--- src/rtl/icap_pkg.sv ---
package icap_pkg;

    typedef enum logic [1:0] {
        EDGE_OFF  = 2'b00,
        EDGE_RISE = 2'b01,
        EDGE_FALL = 2'b10,
        EDGE_BOTH = 2'b11
    } icap_edge_e;

    typedef struct packed {
        logic pend;
        logic flag;
    } icap_ctrl_t;

endpackage

--- src/rtl/icap_sync_edge.sv ---
module icap_sync_edge #(
    parameter int SYNC_STAGES = 2
) (
    input  logic       clk,
    input  logic       rst_n,
    input  logic       pin_i,
    input  logic [1:0] edge_sel_i,
    output logic       edge_o
);
    import icap_pkg::*;

    logic [SYNC_STAGES-1:0] sync_d, sync_q;
    logic                   prev_d, prev_q;
    logic                   level;
    logic                   rise, fall;
    icap_edge_e             mode;

    assign level = sync_q[SYNC_STAGES-1];

    always_comb begin
        sync_d = {sync_q[SYNC_STAGES-2:0], pin_i};
        prev_d = level;
        mode   = icap_edge_e'(edge_sel_i);
        rise   = level & ~prev_q;
        fall   = ~level & prev_q;
        unique case (mode)
            EDGE_RISE: edge_o = rise;
            EDGE_FALL: edge_o = fall;
            EDGE_BOTH: edge_o = rise | fall;
            default:   edge_o = 1'b0;
        endcase
    end

    always_ff @(posedge clk or negedge rst_n) begin
        if (!rst_n) begin
            sync_q <= '0;
            prev_q <= 1'b0;
        end else begin
            sync_q <= sync_d;
            prev_q <= prev_d;
        end
    end

endmodule

--- src/rtl/icap_ctrl.sv ---
module icap_ctrl (
    input  logic clk,
    input  logic rst_n,
    input  logic edge_i,
    input  logic rd_hi_i,
    input  logic flag_clr_i,
    output logic load_o,
    output logic pend_o,
    output logic flag_o
);
    import icap_pkg::*;

    icap_ctrl_t ctrl_d, ctrl_q;
    logic       want;

    always_comb begin
        want        = edge_i | ctrl_q.pend;
        load_o      = want & ~rd_hi_i;
        ctrl_d.pend = want & rd_hi_i;
        ctrl_d.flag = load_o | (ctrl_q.flag & ~flag_clr_i);
    end

    always_ff @(posedge clk or negedge rst_n) begin
        if (!rst_n) ctrl_q <= '0;
        else        ctrl_q <= ctrl_d;
    end

    assign pend_o = ctrl_q.pend;
    assign flag_o = ctrl_q.flag;

endmodule

--- src/rtl/icap_latch.sv ---
module icap_latch #(
    parameter int CNT_W = 16
) (
    input  logic             clk,
    input  logic             load_i,
    input  logic [CNT_W-1:0] count_i,
    output logic [CNT_W-1:0] cap_o
);
    logic [CNT_W-1:0] cap_d, cap_q;

    always_comb begin
        cap_d = load_i ? count_i : cap_q;
    end

    // Deliberately without reset: the stored value outlives reset.
    always_ff @(posedge clk) begin
        cap_q <= cap_d;
    end

    assign cap_o = cap_q;

endmodule

--- src/rtl/icap_coherent.sv ---
module icap_coherent #(
    parameter int CNT_W       = 16,
    parameter int SYNC_STAGES = 2
) (
    input  logic               clk,
    input  logic               rst_n,
    input  logic [CNT_W-1:0]   count_i,
    input  logic               pin_i,
    input  logic [1:0]         edge_sel_i,
    input  logic               rd_hi_i,
    input  logic               rd_lo_i,
    input  logic               flag_clr_i,
    output logic [CNT_W/2-1:0] rd_data_o,
    output logic               flag_o
);
    localparam int BYTE_W = CNT_W / 2;
    localparam int LANES  = 2;

    logic              edge_det;
    logic              cap_load;
    logic              pend;
    logic [CNT_W-1:0]  cap_val;
    logic [BYTE_W-1:0] lane [LANES];

    icap_sync_edge #(.SYNC_STAGES(SYNC_STAGES)) u_sync (
        .clk        (clk),
        .rst_n      (rst_n),
        .pin_i      (pin_i),
        .edge_sel_i (edge_sel_i),
        .edge_o     (edge_det)
    );

    icap_ctrl u_ctrl (
        .clk        (clk),
        .rst_n      (rst_n),
        .edge_i     (edge_det),
        .rd_hi_i    (rd_hi_i),
        .flag_clr_i (flag_clr_i),
        .load_o     (cap_load),
        .pend_o     (pend),
        .flag_o     (flag_o)
    );

    icap_latch #(.CNT_W(CNT_W)) u_latch (
        .clk     (clk),
        .load_i  (cap_load),
        .count_i (count_i),
        .cap_o   (cap_val)
    );

    for (genvar b = 0; b < LANES; b++) begin : g_lane
        assign lane[b] = cap_val[b*BYTE_W +: BYTE_W];
    end

    always_comb begin
        if (rd_hi_i)      rd_data_o = lane[1];
        else if (rd_lo_i) rd_data_o = lane[0];
        else              rd_data_o = '0;
    end

endmodule

--- config.mk ---
export PLATFORM = sky130hd
export DESIGN_NAME = icap_coherent
export DESIGN_NICKNAME = d
export VERILOG_FILES = /design/src/rtl/icap_pkg.sv /design/src/rtl/icap_sync_edge.sv /design/src/rtl/icap_ctrl.sv /design/src/rtl/icap_latch.sv /design/src/rtl/icap_coherent.sv
export SDC_FILE = /design/constraint.sdc
export NUM_CORES = 1
export LEC_CHECK = 0
export BUFFER_PORTS_ARGS = -buffer_cell sky130_fd_sc_hd__clkbuf_2
export CAP_MARGIN = 20
export CORE_MARGIN = 5
export CORE_UTILIZATION = 48
export DETAILED_ROUTE_END_ITERATION = 8
export PLACE_DENSITY = 0.78
export SLEW_MARGIN = 25
export SYNTH_ARGS = -nofsm -noshare
export SYNTH_HDL_FRONTEND = slang
export SYNTH_SLANG_ARGS = --single-unit
--- constraint.sdc ---
create_clock -name clk -period 4.7 [get_ports clk]
set_clock_uncertainty 0.2 [all_clocks]
set_input_delay 0.235 -clock clk [delete_from_list [all_inputs] [get_ports clk]]
set_output_delay 0.235 -clock clk [all_outputs]
set_load 0.005 [all_outputs]
==> After elaboration in Yosys (flattened, before gate mapping) <==
Cells that the tools add are included.
{ "totals": {"reg_bits": 21, "inputBits": 24} }
{ "classes": {"eq_ne": 3, "bitwise_logic": 12, "muxes": 3} }
{ "op_table": {"columns": ["operator", "n"], "rows": [
  ["8-bit two-way mux", 2],
  ["1-bit AND", 5],
  ["2-bit equality test, second input constant", 2],
  ["1-bit inverter", 4],
  ["1-bit OR", 3],
  ["1-bit case mux with 3 select lines", 1],
  ["2-bit by 1-bit equality test with 1-bit output, second input constant", 1]
]} }

==> Logic depth before layout (Yosys ltp) <==
{ "logic_depth": {"depth_word": 7, "mapped_depth": 5, "mapped_depth_nobuf": 5} }

==> Hierarchy <==
A second synthesis with hierarchy kept.
{ "unflattened": {"cells_unflattened": 49, "hier_area_um2": 793.3} }
{ "modules_own_cells": {"columns": ["module", "area_per_inst_um2", "instances", "seq_area_each_um2", "cells_each"], "rows": [
  ["icap_latch", 480.5, 1, 480.5, 16],
  ["icap_sync_edge", 133.9, 1, 75.1, 12],
  ["icap_coherent", 102.6, 1, 0.0, 14],
  ["icap_ctrl", 76.3, 1, 50.0, 7]
]} }

==> Least setup slack after synthesis <==
Ideal clock, no wire load.
{ "synth_path": {"path_kind": "reg2reg", "from": "reg u_sync.prev_q", "to": "reg u_latch.cap_q[0], in the netlist u_latch.cap_o[0] (enable)", "period_less_slack_ps": 2711, "path_stages_with_launch": 6, "t_arrival_ps": 2102, "required_ps": 4091, "slack_ps": 1989, "setup_time_ps": 409, "cell_sequence": "dfrtp_1 inv_1 ha_1 nand2b_1 and4b_1 nor3_1"} }
{ "synth_between": {"elab_chain_len": 6, "word_cells_on_any_way": 7} }
{ "synth_lines": {"columns": ["item", "line_no", "rtl"], "rows": [
  ["start: declaration", "icap_sync_edge.sv:13", "logic prev_d, prev_q;"],
  ["start signal: assignment", "icap_sync_edge.sv:40", "prev_q <= prev_d;"],
  ["1-bit inverter", "icap_sync_edge.sv:24", "rise = level & ~prev_q;"],
  ["1-bit AND", "icap_sync_edge.sv:24", null],
  ["1-bit OR", "icap_sync_edge.sv:29", "EDGE_BOTH: edge_o = rise | fall;"],
  ["1-bit case mux with 3 select lines (*)", "icap_sync_edge.sv:26", "unique case (mode)"],
  ["1-bit OR (*)", "icap_ctrl.sv:17", "want = edge_i | ctrl_q.pend;"],
  ["1-bit AND (*)", "icap_ctrl.sv:18", "load_o = want & ~rd_hi_i;"],
  ["named net cap_load", "icap_coherent.sv:20", "logic cap_load;"],
  ["end signal: assignment", "icap_latch.sv:17", "cap_q <= cap_d;"],
  ["end: declaration", "icap_latch.sv:9", "logic [CNT_W-1:0] cap_d, cap_q;"]
]} }
The timed path passes the listed nets; every way through them passes the cells marked *.
A chain may end at the register's enable or synchronous reset.

==> Worst setup path in the final report <==
{ "layout_path": {"from": "reg u_sync.prev_q", "to": "reg u_latch.cap_q[13], in the netlist u_latch.cap_o[13] (enable)"} }
The elaborated chain is that of the path after synthesis.

==> results.sh <==
export IMPL_grt_first_pass_wirelength_um=2730
export IMPL_ys_ff_latch=21
export IMPL_wl_um=1710
export IMPL_post_drt_wl_per_cell_um=14.6
export IMPL_die_area_um2=2590
export IMPL_hold_class="input port to async pin"
export IMPL_core_area_um2=1540
export IMPL_slowest_stage="nor3_4"
export IMPL_drtIter0Drc=10
export IMPL_worstSetupPathType="register to register"
export IMPL_synthesis_area_um2=801
export IMPL_place_inst=94
export IMPL_final_cell_mix="clkbuf_2, dlygate4sd3_1, edfxtp_1"
export IMPL_cellPowerDensity_nw_per_um2=296
export IMPL_cts_setup_buffers=0
export IMPL_synth_net_count=74
export IMPL_setup_ws_ps=2490
export IMPL_fin_cells=117
export IMPL_clk_path_buf_depth=2
export IMPL_drive_above_1_share=0.366
export IMPL_vias=577
export IMPL_cp_max_fo=16
export IMPL_dr_pass1_iters=4
export IMPL_status="finished clean"
export IMPL_start_util=0.519
export IMPL_crit_family="simple AND/OR/NAND/NOR gates"
export IMPL_slowest_delay_ps=560
export IMPL_leakage_uw=0.000526
export IMPL_max_vdd_ir_drop_mv=0.216
export IMPL_start_kind="register"
export IMPL_grt_max_degree=17
export IMPL_cp_end_kind="register"
export IMPL_ys_warn_count=0
export IMPL_final_common_cell="clkbuf_2"
export IMPL_antenna_found_initial=0
export IMPL_worst_path_buf_inv=1
export IMPL_reg2reg_from="u_sync.prev_q"
export IMPL_yosysUniqueCellTypes=18
export IMPL_post_route_drc_count=0
export IMPL_rows=14
export IMPL_routed_via_density=4.93
export IMPL_ios=33
export IMPL_port_buffer_count=32
export IMPL_worst_slew_pin_slew_ps=708
export IMPL_crit_required_ps=4440
export IMPL_syn_inst=48
export IMPL_fmax_mhz=453
export IMPL_root_buffer="clkbuf_4"
export IMPL_crit_start="u_sync.prev_q"
export IMPL_period_needed_ps=2210
export IMPL_diodes=0
export IMPL_slew_headroom=0.526
export IMPL_cts_max_level=1
export IMPL_numClockSinks=21
export IMPL_die_y_um=50.8
export IMPL_fin_crit_sh=0.469
export IMPL_seq_area_frac_synth=0.756
export IMPL_numCtsBuffers=3
export IMPL_areaGrowthSynthToFinish_pct=49.8
export IMPL_rsz0062_at_grt="no"
export IMPL_cts_tree="yes"
export IMPL_place_congestion=0.678
export IMPL_grt_ovfl_total=0
export IMPL_fp_dieW_um=50.8
export IMPL_setup_tns_ps=0
export IMPL_avgSynthCellArea_um2=16.7
export IMPL_nets=128
export IMPL_antenna_left=0
export IMPL_groute_usage_overall=0.146
export IMPL_maxSlewViolCount=0
export IMPL_dp_slack_ps=2180
export IMPL_insertion_delay_ps=290
export IMPL_setup_viol=0
export IMPL_grt_pass1_vias=648
export IMPL_critical_path_arrival_ps=1950
export IMPL_hold_viol_final=0
export IMPL_clkTransAtPathRegs_ps=100
export IMPL_crit_chain="inv_1 > ha_1 > nand2b_1 > and4b_1 > nor3_4"
export IMPL_drv_cap=0
export IMPL_hpwl_um=1130
path summary, 6_finish.rpt:
check | to | slack [ps] | depth (start not counted)
min reg2reg | u_sync.sync_q[1] | 160 | 0
max | u_latch.cap_o[13] | 2490 | 5
min | u_sync.sync_q[1] | 70 | 2
max reg2reg | u_latch.cap_o[13] | 2490 | 5
min in group clk | u_ctrl.pend_o | 150 | 3
max in group asynchronous | u_ctrl.pend_o | 4100 | 2
worst register-to-register path, cell delays in order, from the launching register on:
cell and delay, ps:
dfrtp_1 360, inv_1 50, ha_1 290, nand2b_1 160, and4b_1 220, nor3_4 560
power breakdown:
part	internal, uW	switching [uW]	leakage [uW]
clock network	33.1	50.7	0.0000150
registers	214	4.25	0.000210
logic	30.4	22.8	0.000301
total	278	77.8	0.000526
flip-flops by register name, summed over array words and instances (netlist names):
signal and flops:
u_ctrl.flag_o 1, u_sync.prev_q 1, u_sync.sync_q 2, u_latch.cap_o 16, u_ctrl.pend_o 1
through the flow:
stage                      util  hold WS [ps]  power, uW  instance area, um2
after floorplan               -          -261        240                 801
after CTS                 0.774          68.4        355                1190
after global routing      0.778          83.3        372                1200
after detailed placement  0.634          -146        263                 977
final                     0.778          72.1        355                1200
after global placement    0.634          -145        260                 977
synthesized netlist by cell type:
master	instances	area share
a211oi_1	1	0.0094
a21oi_1	1	0.0062
a22o_1	7	0.077
a31oi_1	1	0.0078
and4b_1	1	0.013
buf_2	1	0.0062
clkbuf_1	1	0.0047
dfrtp_1	5	0.16
edfxtp_1	16	0.60
ha_1	2	0.031
inv_1	3	0.014
nand2_1	2	0.0094
nand2b_1	2	0.016
nor2b_1	1	0.0078
nor3_1	1	0.0062
o21a_1	1	0.0094
o21ai_0	1	0.0062
o32ai_2	1	0.020
repair_timing:
| action | in CTS | in global routing |
|---|---|---|
| hold buffers | 19 | 0 |
| gates resized for setup | 0 | 0 |
| hold endpoints to repair | 23 | 0 |
final cells by class:
cell class | instances | area, um2
clock buffers | 4 | 26.3
repair buffers | 51 | 350
multi-input cells | 22 | 186
well taps | 16 | 20.0
flip-flops and latches | 21 | 606
fillers | 99 | 342
inverters | 3 | 11.3
cells by family (layout without fill, tap and decap cells):
kind of cell / Yosys count / after routing / synth area share
fa+ha+maj: 2 / 2 / 0.0312
buf+inv: 5 / 58 / 0.0250
compound gates: 13 / 13 / 0.136
simple gates: 7 / 7 / 0.0516
flops: 21 / 21 / 0.756
layer usage:
layer  global-route usage  routed length [um]  vias up
met5                    0                   0        -
met4                0.106                  70        0
met3               0.0494                 113        6
met2                0.252                 907       24
met1                0.144                 616      259
li1                     -                   -      288
Power figures use the tool's default switching activity.
